`src/rtl/cfg_frame_pkg.sv`:
```
package cfg_frame_pkg;

  localparam int unsigned DATA_MAX  = 9;
  localparam int unsigned FRAME_MAX = DATA_MAX + 4;
  localparam int unsigned CNT_W     = $clog2(FRAME_MAX + 1);

  localparam logic [2:0] SZ_5 = 3'b000;
  localparam logic [2:0] SZ_6 = 3'b001;
  localparam logic [2:0] SZ_7 = 3'b010;
  localparam logic [2:0] SZ_8 = 3'b011;
  localparam logic [2:0] SZ_9 = 3'b111;

  typedef struct packed {
    logic [CNT_W-1:0] nbits;
    logic             par_en;
    logic             par_odd;
    logic [CNT_W-1:0] len;
  } fmt_t;

endpackage

```
`src/rtl/frame_fmt_decode.sv`:
```
module frame_fmt_decode
  import cfg_frame_pkg::*;
(
  input  logic [2:0] size_code,
  input  logic [1:0] par_code,
  input  logic       stop2,
  output fmt_t       fmt
);

  logic [CNT_W-1:0] nb;

  always_comb begin
    unique case (size_code)
      SZ_5:    nb = CNT_W'(5);
      SZ_6:    nb = CNT_W'(6);
      SZ_7:    nb = CNT_W'(7);
      SZ_8:    nb = CNT_W'(8);
      SZ_9:    nb = CNT_W'(9);
      default: nb = CNT_W'(8);
    endcase
  end

  always_comb begin
    fmt.nbits   = nb;
    fmt.par_en  = par_code[1];
    fmt.par_odd = par_code[1] & par_code[0];
    fmt.len     = CNT_W'(1) + nb + CNT_W'(par_code[1]) + (stop2 ? CNT_W'(2) : CNT_W'(1));
  end

endmodule

```
`src/rtl/frame_assemble.sv`:
```
module frame_assemble
  import cfg_frame_pkg::*;
(
  input  logic [DATA_MAX-1:0]  data,
  input  fmt_t                 fmt,
  output logic [FRAME_MAX-1:0] frame
);

  logic [DATA_MAX-1:0] masked;
  logic                parity;

  for (genvar i = 0; i < DATA_MAX; i++) begin : g_mask
    assign masked[i] = data[i] & (CNT_W'(i) < fmt.nbits);
  end

  assign parity = (^masked) ^ fmt.par_odd;

  for (genvar k = 0; k < FRAME_MAX; k++) begin : g_bit
    if (k == 0) begin : g_start
      assign frame[k] = 1'b0;
    end else if (k - 1 < DATA_MAX) begin : g_data
      assign frame[k] = (CNT_W'(k - 1) < fmt.nbits) ? data[k-1] :
                        ((CNT_W'(k - 1) == fmt.nbits) && fmt.par_en) ? parity : 1'b1;
    end else begin : g_tail
      assign frame[k] = ((CNT_W'(k - 1) == fmt.nbits) && fmt.par_en) ? parity : 1'b1;
    end
  end

endmodule

```
`src/rtl/frame_shifter.sv`:
```
module frame_shifter
  import cfg_frame_pkg::*;
(
  input  logic                 clk,
  input  logic                 rst_n,
  input  logic                 tick,
  input  logic                 offer,
  input  logic [FRAME_MAX-1:0] frame,
  input  logic [CNT_W-1:0]     len,
  output logic                 take_ok,
  output logic                 active,
  output logic                 line
);

  logic [FRAME_MAX-1:0] sreg;
  logic [CNT_W-1:0]     remain;
  logic                 active_q;
  logic                 last_bit;
  logic                 take;

  assign last_bit = active_q && (remain == CNT_W'(1));
  assign take_ok  = tick && (!active_q || last_bit);
  assign take     = take_ok && offer;

  always_ff @(posedge clk) begin
    if (!rst_n) begin
      sreg     <= '1;
      remain   <= '0;
      active_q <= 1'b0;
    end else if (take) begin
      sreg     <= frame;
      remain   <= len;
      active_q <= 1'b1;
    end else if (tick && active_q) begin
      sreg   <= {1'b1, sreg[FRAME_MAX-1:1]};
      remain <= remain - CNT_W'(1);
      if (last_bit) active_q <= 1'b0;
    end
  end

  assign active = active_q;
  assign line   = sreg[0];

endmodule

```
`src/rtl/cfg_frame_tx.sv`:
```
module cfg_frame_tx
  import cfg_frame_pkg::*;
(
  input  logic                clk,
  input  logic                rst_n,
  input  logic                bit_tick,
  input  logic [2:0]          cfg_size,
  input  logic [1:0]          cfg_par,
  input  logic                cfg_stop2,
  input  logic                in_valid,
  output logic                in_ready,
  input  logic [DATA_MAX-1:0] in_data,
  output logic                tx_line,
  output logic                busy
);

  fmt_t                 fmt;
  logic [FRAME_MAX-1:0] frame;

  frame_fmt_decode i_dec (
    .size_code (cfg_size),
    .par_code  (cfg_par),
    .stop2     (cfg_stop2),
    .fmt       (fmt)
  );

  frame_assemble i_asm (
    .data  (in_data),
    .fmt   (fmt),
    .frame (frame)
  );

  frame_shifter i_shf (
    .clk     (clk),
    .rst_n   (rst_n),
    .tick    (bit_tick),
    .offer   (in_valid),
    .frame   (frame),
    .len     (fmt.len),
    .take_ok (in_ready),
    .active  (busy),
    .line    (tx_line)
  );

endmodule

```
`config.mk`:
```
export PLATFORM = sky130hd
export DESIGN_NAME = cfg_frame_tx
export DESIGN_NICKNAME = d
export VERILOG_FILES = /design/src/rtl/cfg_frame_pkg.sv /design/src/rtl/frame_fmt_decode.sv /design/src/rtl/frame_assemble.sv /design/src/rtl/frame_shifter.sv /design/src/rtl/cfg_frame_tx.sv
export SDC_FILE = /design/constraint.sdc
export NUM_CORES = 1
export LEC_CHECK = 0
export BUFFER_PORTS_ARGS = -buffer_cell sky130_fd_sc_hd__buf_4
export CAP_MARGIN = 10
export CORE_ASPECT_RATIO = 1.4
export CORE_MARGIN = 3
export CORE_UTILIZATION = 51
export DETAILED_ROUTE_END_ITERATION = 7
export GPL_TIMING_DRIVEN = 0
export PLACE_DENSITY = 0.75
export SLEW_MARGIN = 0
export SYNTH_ARGS = -nofsm -noshare
export SYNTH_HDL_FRONTEND = slang
export SYNTH_SLANG_ARGS = --single-unit
```
`constraint.sdc`:
```
create_clock -name clk -period 2.5 [get_ports clk]
set_input_delay 0 -clock clk [delete_from_list [all_inputs] [get_ports clk]]
set_output_delay 0 -clock clk [all_outputs]
set_load 0.005 [all_outputs]
```
-- Word level (Yosys, flattened, before mapping)
Index checks and enable logic that the tools add are counted.
- add/sub/neg operators: 4
- magnitude comparators: 9
- equality and inequality tests: 15
- multiplexer cells: 30
- bitwise gates (word level): 11
- reductions and logical operators: 24
- operator list (operator ; count):
    $mux 13 ; 2
    $mux 1 ; 24
    $eq 3x4->1 const A ; 4
    $eq 4x4->1 const A ; 4
    $logic_and 1x1->1 ; 16
    $lt 3x4->1 const A ; 4
    $pmux 4 s4 ; 1
    $and 1x1->1 ; 10
    $reduce_xor 9->1 ; 1
    $eq 2x4->1 const A ; 2
    $lt 1x4->1 const A ; 2
    $lt 2x4->1 const A ; 2
    $mux 4 ; 2
    $add 1x4->4 const A ; 1
    $add 4x1->4 ; 1
    $add 4x4->4 ; 1
    $eq 1x4->1 const A ; 1
    $eq 4x1->1 const B ; 1
    $logic_not 4->1 ; 1
    $lt 4x4->1 const A ; 1
    $reduce_bool 2->1 ; 2
    $sub 4x1->4 const B ; 1
    $eq 3x1->1 const B ; 1
    $eq 3x2->1 const B ; 1
    7 further kinds ; 7
- flip-flop bits (word level): 18
- bits of input ports: 19
- output and inout bits: 3

-- Logic depth before layout (Yosys ltp)
Gate-level depths: netlist of run 1.
- depth in word-level cells: 9
- depth in mapped cells: 11
- depth with buffers taken out: 10

-- Cells and area by module
A second synthesis of run 1 with hierarchy kept.
- cells, all modules: 214
- area total of the unflattened synthesis: 1587.8 um2
- by module, submodules not included (module ; instances ; cells each ; area each (um2)):
    frame_shifter ; 1 ; 126 ; 959.7
    frame_assemble ; 1 ; 64 ; 440.4
    frame_fmt_decode ; 1 ; 24 ; 187.7

-- Worst setup path after synthesis of run 1
OpenSTA, ideal clock, no wires.
- path kind: input -> register
- from: input port cfg_size[2]
- to: register i_shf.remain[2]
- library setup time: 116 ps
- arrival: 1702 ps
- path slack: 682 ps
- cell stages on the path: 11
- cell sequence: clkbuf_1 and3_1 nor2_1 ha_1 inv_1 ha_1 inv_1 fa_1 xor2_1 nand2_1 and3_1
- longest elaborated chain between the ends: 6
- elaborated cells between the ends (all ways): 9
- those cells by class: 3 x add/sub; 3 x eq/ne; 2 x mux; 1 x reduce/logical
- ends and longest elaborated chain (what ; RTL line ; text):
    start: declaration ; cfg_frame_tx.sv:7 ; input logic [2:0] cfg_size,
    $eq 3x3->1 (tied with other cells) ; frame_fmt_decode.sv:13 ; unique case (size_code)
    $pmux 4 s4 * ; frame_fmt_decode.sv:13 ;
    $add 1x4->4 * ; frame_fmt_decode.sv:27 ; fmt.len = CNT_W'(1) + nb + CNT_W'(par_code[1]) + (stop2 ? CNT_W'(2) : CNT_W'(1));
    $add 4x1->4 * ; frame_fmt_decode.sv:27 ;
    $add 4x4->4 * ; frame_fmt_decode.sv:27 ;
    $mux 4 * ; frame_shifter.sv:30 ; end else if (take) begin
    end signal: assignment ; frame_shifter.sv:32 ; remain <= len;
    end signal: assignment ; frame_shifter.sv:36 ; remain <= remain - CNT_W'(1);
    end: declaration ; frame_shifter.sv:16 ; logic [CNT_W-1:0] remain;
Every way passes the cells marked *; elsewhere a longest branch is shown, timed or not.
A chain may end at the register's enable or synchronous reset.

-- Worst setup path in the final report of run 1
- from: register i_shf.remain[1]
- to: register i_shf.sreg[8]
- longest elaborated chain between the ends: 6
- elaborated cells between the ends (all ways): 7
- those cells by class: 1 x eq/ne; 1 x mux; 5 x reduce/logical
- ends and longest elaborated chain (what ; RTL line ; text):
    $eq 4x1->1 * ; frame_shifter.sv:21 ; assign last_bit = active_q && (remain == CNT_W'(1));
    $logic_and 1x1->1 * ; frame_shifter.sv:21 ;
    $logic_or 1x1->1 * ; frame_shifter.sv:22 ; assign take_ok = tick && (!active_q || last_bit);
    $logic_and 1x1->1 * ; frame_shifter.sv:22 ;
    $logic_and 1x1->1 * ; frame_shifter.sv:23 ; assign take = take_ok && offer;
    $mux 13 or $reduce_bool 2->1 (tied branches) ; - ;
    end signal: assignment ; frame_shifter.sv:31 ; sreg <= frame;
    end signal: assignment ; frame_shifter.sv:35 ; sreg <= {1'b1, sreg[FRAME_MAX-1:1]};
    end: declaration ; frame_shifter.sv:15 ; logic [FRAME_MAX-1:0] sreg;
Marked as above.

==> impl_metrics.py, run 1 <==
metrics = {
    "floorplanning": {
        "core_mm2": 0.002252,
        "fp.dieW_um": 47.99,
        "initial_core_util_pct": 55.89,
        "die_y_um": 64.78,
        "rows": 20,
        "num_io_pins": 22,
        "die-area_mm2": 0.003108,
    },
    "yosys": {
        "synth_edf_count": 0,
        "ys_types": 46,
        "yosysSeqAreaShare_pct": 28.63,
        "synth_fp_nets": 184,
        "synth_ff_type": "dfxtp_1",
        "synth_seq_cells": 18,
        "synthArstFlopShare_pct": 0,
        "yosysWarnings": 0,
        "syn_area_mm2": 0.001259,
        "synthCells": 159,
        "synth_area_per_cell_um2": 7.916,
    },
    "sta": {
        "tightest_slew_ns": 0.6164,
        "min_period_over_period_pct": 83.29,
        "finalMaxSlewViolations": 0,
        "final.setup_skew_ns": 0.006466,
        "hold_viol": 0,
        "whs_ns": 0.03292,
        "relSlewSlack_pct": 58.63,
        "fmax_ghz": 0.4803,
        "finalSetupViolCount": 0,
        "period_needed_ns": 2.082,
        "tns_ns": 0,
        "rsz0062_at_grt": "false",
    },
    "routing": {
        "drt-vias-per-instance": 5.725,
        "num_vias": 1208,
        "dr.pass1.iters": 4,
        "drtIter0Drc": 48,
        "drc": 0,
        "wl_per_cell_um": 13.39,
        "postRouteAntennaNets": 0,
        "wl_um": 2826,
    },
    "global_routing": {
        "grt_max_degree": 11,
        "grt_usage_pct": 21.42,
        "antenna_found_initial": 0,
        "grt_pass1_vias": 1180,
        "grt_pass1_wl_um": 4940,
        "grt_remaining_overflow": 0,
    },
    "setup_path": {
        "reg2regPathDepth": 8,
        "critical_path_class": "reg2reg",
        "worst_ep_arrival_time_ns": 2.31,
        "critPathMaxFanout": 10,
        "startpoint_type": "flop",
        "cp.required_ns": 2.73,
        "r2r_setup_slack_ns": 0.42,
        "cp-end-kind": "flop",
    },
    "pwr": {
        "peakVddDrop_mv": 0.2881,
        "p_sw_uw": 219.8,
        "seqPwrFrac_pct": 43.9,
        "clock_power_share_pct": 24.7,
        "switching_share_pct": 29.89,
        "p_leak_nw": 0.7313,
        "p_comb_share_pct": 31.4,
        "p_int_uw": 515.7,
        "finalPower_uw": 735.5,
        "p_per_area_mw_per_mm2": 480.6,
    },
    "worst_hold_path": {
        "whs_path_depth": 3,
        "min_path_type": "in2reg",
    },
    "cells_and_area": {
        "fillCellCount": 186,
        "antenna_cells": 0,
        "area_growth_syn_to_layout_pct": 21.57,
        "nets": 215,
        "drive_gt1_share_pct": 17.46,
        "final_cell_area_mm2": 0.001530,
        "layout.core_utilization_pct": 67.94,
        "multiInputGateArea_um2": 819.5,
        "seqCellArea_um2": 360.3,
    },
    "clock_tree": {
        "cts_tree": "yes",
        "path_clk_slew_ns": 0.11,
        "cts_root_buf": "clkbuf_4",
        "post_cts_resized": 0,
        "cts_buffers": 3,
        "htree_num_levels": 1,
        "cts.sinks": 18,
        "cts_buffer_depth": 2,
        "clk_latency_ns": 0.30,
    },
    "placement": {
        "hpwl_um": 2140,
        "routabilityCongestion": 0.7949,
        "portBuffers": 21,
        "dpl_cell_area_mm2": 0.001444,
    },
    "job": {
        "max_cap_violations": 0,
    },
    "outcome": {
        "status": "complete, no violations",
    },
}
[cells in the final DEF (no fill, tap or decap), types with 2 or more instances in the layout]
cell           instances
o211a_1                2
a21o_1                 2
nand2_1               29
nand4_1                2
buf_4                 21
o21ai_0                9
and3_1                 8
clkbuf_1               6
clkbuf_4               3
mux2i_1                2
inv_1                  8
xnor2_1                5
nand3_1                3
ha_1                   5
xor2_1                 4
and2_1                 2
o21a_1                 2
o2111ai_1              2
dfxtp_1               18
dlygate4sd3_1          5
nor2_1                16
nor3_1                 3
buf_2                  3
a21oi_1                3
[timing repair]
| item | in CTS | in global routing |
|---|---|---|
| endpoints found under the hold margin | 5 | 0 |
| endpoints found under the setup margin | 0 | 0 |
| buffers inserted | 0 | 0 |
| hold buffers | 5 | 0 |
[path summary, 6_finish.rpt]
kind | startpoint | to
worst max-delay path | i_shf.remain[1] | i_shf.sreg[8]
worst min-delay path | in_data[5] | i_shf.sreg[6]
worst max register to register | i_shf.remain[1] | i_shf.sreg[8]
worst min register to register | i_shf.sreg[12] | i_shf.sreg[12]
[power groups by stage]
| stage | Sequential [mW] | Combinational [mW] | Clock, mW |
|---|---|---|---|
| 2_1_floorplan | 0.326 | 0.159 | 0 |
| 3_3_place_gp | 0.328 | 0.217 | 0 |
| 3_5_place_dp | 0.329 | 0.224 | 0 |
| 4_1_cts | 0.323 | 0.231 | 0.185 |
| 5_1_grt | 0.327 | 0.258 | 0.198 |
| 6_report | 0.323 | 0.231 | 0.182 |
[Yosys cell counts, types with 2 or more instances]
library cell,instances,area share (%)
a21o_1,2,1.2
a21oi_1,3,1.2
and2_1,2,0.99
and3_1,8,4.0
buf_2,3,1.2
clkbuf_1,6,1.8
dfxtp_1,18,29
ha_1,5,5.0
inv_1,8,2.4
mux2i_1,2,1.6
nand2_1,29,8.6
nand3_1,3,1.2
nand4_1,2,0.99
nor2_1,16,4.8
nor3_1,3,1.2
o2111ai_1,2,1.4
o211a_1,2,1.6
o21a_1,2,1.2
o21ai_0,9,3.6
xnor2_1,5,3.5
xor2_1,4,2.8
[state kept, by name (all words and copies together), names as in the netlist]
signal and count:
i_shf.active 1, i_shf.remain 4, i_shf.sreg 13
[critical path, cell delays in order, from the launching register on]
cell and delay (ns):
dfxtp_1 0.36, inv_1 0.07, ha_1 0.17, or3b_4 0.25, a21o_1 0.11, clkbuf_1 0.37
clkbuf_1 0.42, nor2_1 0.10, a21oi_1 0.16
[cells by family (layout without fill, tap and decap cells)]
logic type,after synthesis,after routing,share of synthesized area [%]
flops,18,18,28.63
fa+ha+maj,7,7,7.356
simple gates,70,70,26.14
xor+xnor,11,11,9.940
compound gates,32,32,18.99
buf+inv,18,48,6.262
mux,3,3,2.684
[layout make-up]
type                    instances  area share [%]
multi-input cells             123           53.56
clock buffers                   4           2.371
inverters                       8           1.962
plain buffers                  10           3.189
repair buffers                 26           13.57
flip-flops and latches         18           23.55
well taps                      22           1.799
[per-layer routing]
| layer | up-vias | track usage, % | wire length [um] |
|---|---|---|---|
| li1 | 613 | - | - |
| met5 | - | 0 | 0 |
| met2 | 39 | 36.42 | 1392 |
| met4 | 0 | 10.44 | 90 |
| met3 | 11 | 2.778 | 126 |
| met1 | 545 | 24.62 | 1216 |
[stage by stage]
step	setup slack, ns	instances
2_1_floorplan	0.6824	159
5_1_grt	0.2183	211
6_report	0.4178	211
3_3_place_gp	0.3717	202
3_5_place_dp	0.3269	202
4_1_cts	0.4118	211
(Power assumes the default switching activity.)
==> run 2: changes to the inputs <==
- clock period: 2.5 -> 2.1 ns (I/O delays scaled with it)
==> run 2 against run 1 <==
Die area unchanged. Cell count down 0.47%. Critical path type unchanged. Register-to-register slack got worse by 0.30 ns. Wire length fell by 0.21%. Combinational power up 19%. Worst setup slack worse by 0.30 ns. Hold slack gained 0.00084 ns. Count of clock-buffer cells in the layout stayed put. Sequential power up 19%. Global-route usage unchanged. Non-clock buffer count down 1. Clock power grew 19%.
==> impl_metrics.py, run 2 (synthesis gave the netlist of run 1 again) <==
metrics = {
    "worst_hold_path": {
        "hp-start": "in_data[5]",
        "whs_path_depth": 3,
        "min_path_type": "in2reg",
        "min_to": "i_shf.sreg[6]",
    },
    "job": {
        "max_cap_violations": 0,
    },
    "global_routing": {
        "antenna_found_initial": 0,
        "grt_max_degree": 11,
        "grt_pass1_wl_um": 4940,
        "grt_usage_pct": 21.42,
        "grt_remaining_overflow": 0,
        "grt_pass1_vias": 1180,
    },
    "cells_and_area": {
        "drive_gt1_share_pct": 18.09,
        "largest_reg_flops": 13,
        "top_register": "i_shf.sreg",
        "fillCellCount": 192,
        "layout.core_utilization_pct": 67.83,
        "area_growth_syn_to_layout_pct": 21.37,
        "antenna_cells": 0,
        "layout.cells.most_common": "nand2_1",
        "nets": 214,
        "mostFrequentLayoutCells": "29 x nand2_1, 21 x buf_4, 18 x dfxtp_1",
    },
    "sta": {
        "tns_ns": 0,
        "hold_viol": 0,
        "tightest_slew_ns": 0.6081,
        "relSlewSlack_pct": 59.19,
        "min_period_over_period_pct": 94.23,
        "period_needed_ns": 1.979,
        "final.setup_skew_ns": 0.005900,
        "rsz0062_at_grt": "false",
        "fmax_ghz": 0.5053,
        "finalMaxSlewViolations": 0,
        "finalSetupViolCount": 0,
        "setup_ws_ns": 0.1211,
    },
    "setup_path": {
        "crit_chain": "ha_1, or3b_4, a21oi_4, nor2_1, or4_1, o2111ai_1",
        "critPathMaxFanout": 4,
        "r2r_setup_slack_ns": 0.12,
        "r2r-end": "i_shf.sreg[7]",
        "worst_ep_arrival_time_ns": 2.21,
        "critical_path_class": "reg2reg",
        "cp-end-kind": "flop",
        "cpPeakStageDelay_ns": 0.47,
        "cpMaxStageDelayCell": "or4_1",
        "cp.required_ns": 2.33,
        "reg2regPathDepth": 6,
        "r2r-start": "i_shf.remain[0]",
        "startpoint_type": "flop",
    },
    "outcome": {
        "status": "complete, no violations",
    },
    "floorplanning": {
        "die_y_um": 64.78,
        "fp.dieW_um": 47.99,
        "die-area_mm2": 0.003108,
        "rows": 20,
        "core_mm2": 0.002252,
        "num_io_pins": 22,
        "initial_core_util_pct": 55.89,
    },
    "placement": {
        "portBuffers": 21,
        "routabilityCongestion": 0.7949,
        "post-place-ws_ns": -0.07312,
        "hpwl_um": 2140,
    },
    "clock_tree": {
        "clk_latency_ns": 0.30,
        "cts_tree": "yes",
        "cts.sinks": 18,
        "htree_num_levels": 1,
        "path_clk_slew_ns": 0.11,
        "cts_buffers": 3,
        "cts_buffer_depth": 2,
        "cts_root_buf": "clkbuf_4",
    },
    "routing": {
        "wl_per_cell_um": 13.43,
        "dr.pass1.iters": 5,
        "postRouteAntennaNets": 0,
        "wl_um": 2820,
        "drc": 0,
        "drt-vias-per-instance": 5.662,
        "num_vias": 1189,
        "drtIter0Drc": 39,
    },
    "pwr": {
        "p_per_area_mw_per_mm2": 572.5,
        "peakVddDrop_mv": 0.3438,
        "finalPower_uw": 874.6,
        "p_leak_nw": 0.7320,
    },
}
## run 2: changes by cell type in the layout (fill, tap and decap cells not counted)
cell	previous run	this run
clkbuf_1	6	4
buf_2	3	4
## run 2: how the worst max path moves through the flow
| stage | endpoint | startpoint |
|---|---|---|
| final | i_shf.sreg[7] | i_shf.remain[0] |
| after global routing | i_shf.sreg[7] | i_shf.remain[0] |
| after CTS | i_shf.remain[0] | i_shf.remain[1] |
| after detailed placement | i_shf.remain[2] | cfg_size[2] |
| after global placement | i_shf.remain[2] | cfg_size[2] |
| after floorplan | i_shf.remain[2] | cfg_size[2] |
## run 2: stage by stage
| step | instance area (um^2) | hold slack, ns | std cells |
|---|---|---|---|
| floorplan | 1259 | 0.09533 | 159 |
| global placement | 1444 | 0.2903 | 202 |
| detailed placement | 1444 | 0.2932 | 202 |
| CTS | 1530 | 0.02469 | 211 |
| global route | 1528 | 0.03671 | 210 |
| finish | 1528 | 0.03376 | 210 |
## run 2: power breakdown
group          leakage, nW  total (mW)  switching [mW]  internal, mW
Sequential           0.148       0.384          0.0161         0.368
Combinational        0.563       0.274           0.134         0.140
Clock               0.0210       0.217           0.111         0.106
Total                0.732       0.875           0.261         0.614
## run 2: critical path, delay by kind of cell, from the launching register on
| kind | cells | cell delay [ns] |
|---|---|---|
| flops | 1 | 0.41 |
| simple gates | 3 | 0.94 |
| compound gates | 2 | 0.39 |
| fa+ha+maj | 1 | 0.17 |
## run 2: timing repair
| action | 4_1_cts | 5_1_grt |
|---|---|---|
| setup buffers | 0 | 0 |
| endpoints found under the setup margin | 0 | 10 |
| hold buffers | 5 | 0 |
| endpoints found under the hold margin | 5 | 0 |
| gates resized for setup | 0 | 3 |
## run 2: area by class of cell
cell class,count,area [um^2],area share [%]
inverters,8,30.03,1.966
repair buffers,26,207.7,13.60
flip-flops and latches,18,360.3,23.59
clock buffers,4,36.28,2.375
multi-input cells,123,819.5,53.64
plain buffers,9,46.29,3.030
well taps,22,27.53,1.802
## run 2: layer usage
layer,vias to the layer above,wire [um],GRT usage (%)
met5,-,0,0
met4,0,89,10.44
met3,11,122,2.778
met2,33,1391,36.42
met1,535,1216,24.62
li1,610,-,-
==> run 3: changes to the inputs <==
- RECOVER_POWER: unset -> 100
==> run 3 against run 2 <==
Count of clock-buffer cells in the layout did not move. Cell count did not move. Hold slack got worse by 0.0021 ns. Combinational power barely moved. Sequential power barely moved. Global-route usage did not move. Utilization fell by 0.17 points. Critical path depth did not move. Via count fell by 0.67%. Critical path type unchanged. Largest cell class unchanged. Largest power group unchanged.
==> impl_metrics.py, run 3 (synthesis gave the netlist of run 1 again) <==
metrics = {
    "outcome": {
        "status": "complete, no violations",
    },
    "global_routing": {
        "grt_remaining_overflow": 0,
        "grt_usage_pct": 21.42,
        "grt_pass1_wl_um": 4940,
        "antenna_found_initial": 0,
        "grt_pass1_vias": 1180,
        "grt_max_degree": 11,
    },
    "worst_hold_path": {
        "whs_path_depth": 3,
        "min_path_type": "in2reg",
    },
    "sta": {
        "final.setup_skew_ns": 0.007066,
        "min_period_over_period_pct": 94.23,
        "relSlewSlack_pct": 58.81,
        "finalSetupViolCount": 0,
        "tightest_slew_ns": 0.6138,
        "tns_ns": 0,
        "hold_viol": 0,
        "whs_ns": 0.03171,
        "period_needed_ns": 1.979,
        "rsz0062_at_grt": "false",
        "finalMaxSlewViolations": 0,
        "fmax_ghz": 0.5053,
    },
    "setup_path": {
        "startpoint_type": "flop",
        "reg2regPathDepth": 6,
        "critPathMaxFanout": 4,
        "worst_ep_arrival_time_ns": 2.21,
        "cp.required_ns": 2.33,
        "critical_path_class": "reg2reg",
        "cp-end-kind": "flop",
    },
    "job": {
        "max_cap_violations": 0,
    },
    "floorplanning": {
        "rows": 20,
        "num_io_pins": 22,
        "die-area_mm2": 0.003108,
        "core_mm2": 0.002252,
        "initial_core_util_pct": 55.89,
        "die_y_um": 64.78,
        "fp.dieW_um": 47.99,
    },
    "cells_and_area": {
        "antenna_cells": 0,
        "area_growth_syn_to_layout_pct": 21.07,
        "drive_gt1_share_pct": 17.55,
        "layout.cells.most_common": "nand2_1",
        "nets": 214,
        "top_register": "i_shf.sreg",
        "largest_reg_flops": 13,
        "mostFrequentLayoutCells": "29 x nand2_1, 19 x buf_4, 18 x dfxtp_1",
        "layout.core_utilization_pct": 67.67,
    },
    "placement": {
        "routabilityCongestion": 0.7949,
        "hpwl_um": 2140,
        "portBuffers": 21,
    },
    "clock_tree": {
        "post_cts_buffers": 0,
        "cts_tree": "yes",
        "cts_root_buf": "clkbuf_4",
        "cts_buffers": 3,
        "htree_num_levels": 1,
        "clk_latency_ns": 0.30,
        "cts_buffer_depth": 2,
        "cts.sinks": 18,
        "path_clk_slew_ns": 0.11,
    },
    "routing": {
        "drc": 0,
        "dr.pass1.iters": 4,
        "wl_per_cell_um": 13.40,
        "drtIter0Drc": 34,
        "num_vias": 1181,
        "drt-vias-per-instance": 5.624,
        "postRouteAntennaNets": 0,
        "wl_um": 2814,
    },
    "pwr": {
        "peakVddDrop_mv": 0.3435,
        "p_leak_nw": 0.7291,
        "p_per_area_mw_per_mm2": 573.7,
        "finalPower_uw": 874.2,
    },
}
## run 3: changes by cell type in the layout (fill, tap and decap cells not counted)
cell      before  now
buf_2          4    3
clkbuf_2       0    1
clkbuf_4       3    4
buf_4         21   19
clkbuf_1       4    5
## run 3: layout make-up
type                    instances  area, um^2
plain buffers                   9       46.29
clock buffers                   4       36.28
fillers                       194       728.2
inverters                       8       30.03
multi-input cells             123       819.5
flip-flops and latches         18       360.3
well taps                      22       27.53
repair buffers                 26       203.9
## run 3: worst paths after layout
| check | slack (ns) | start | endpoint |
|---|---|---|---|
| worst max-delay path | 0.12 | i_shf.remain[0] | i_shf.sreg[7] |
| worst min-delay path | 0.03 | in_data[5] | i_shf.sreg[6] |
| worst max register to register | 0.12 | i_shf.remain[0] | i_shf.sreg[7] |
| worst min register to register | 0.46 | i_shf.sreg[12] | i_shf.sreg[12] |
## run 3: timing repair
item	CTS	global route
hold endpoints to repair	5	0
gates resized for setup	0	3
endpoints found under the setup margin	0	10
hold buffers	5	0
## run 3: where the power goes
| part | internal, mW | switching (mW) |
|---|---|---|
| clock network | 0.106 | 0.112 |
| registers | 0.368 | 0.0161 |
| logic | 0.139 | 0.134 |
## run 3: per-stage QoR
stage | setup slack, ns | cells | instance area (um^2)
5_1_grt | 0.04101 | 210 | 1524
2_1_floorplan | 0.2824 | 159 | 1259
4_1_cts | 0.01182 | 211 | 1530
3_5_place_dp | -0.07312 | 202 | 1444
6_report | 0.1211 | 210 | 1524
3_3_place_gp | -0.02826 | 202 | 1444
## run 3: metal layers
metal / routed length, um / vias up / global-route usage (%) / part of all wire [%]
met3: 102 / 11 / 2.778 / 3.6
met1: 1235 / 534 / 24.62 / 44
met5: 0 / - / 0 / 0
met2: 1387 / 27 / 36.42 / 49
li1: - / 609 / - / -
met4: 89 / 0 / 10.44 / 3.2
## run 3: worst max-delay path, stage by stage (launching register included)
cell	delay, ns
dfxtp_1	0.41
ha_1	0.17
or3b_4	0.40
a21oi_4	0.21
nor2_1	0.07
or4_1	0.47
o2111ai_1	0.18
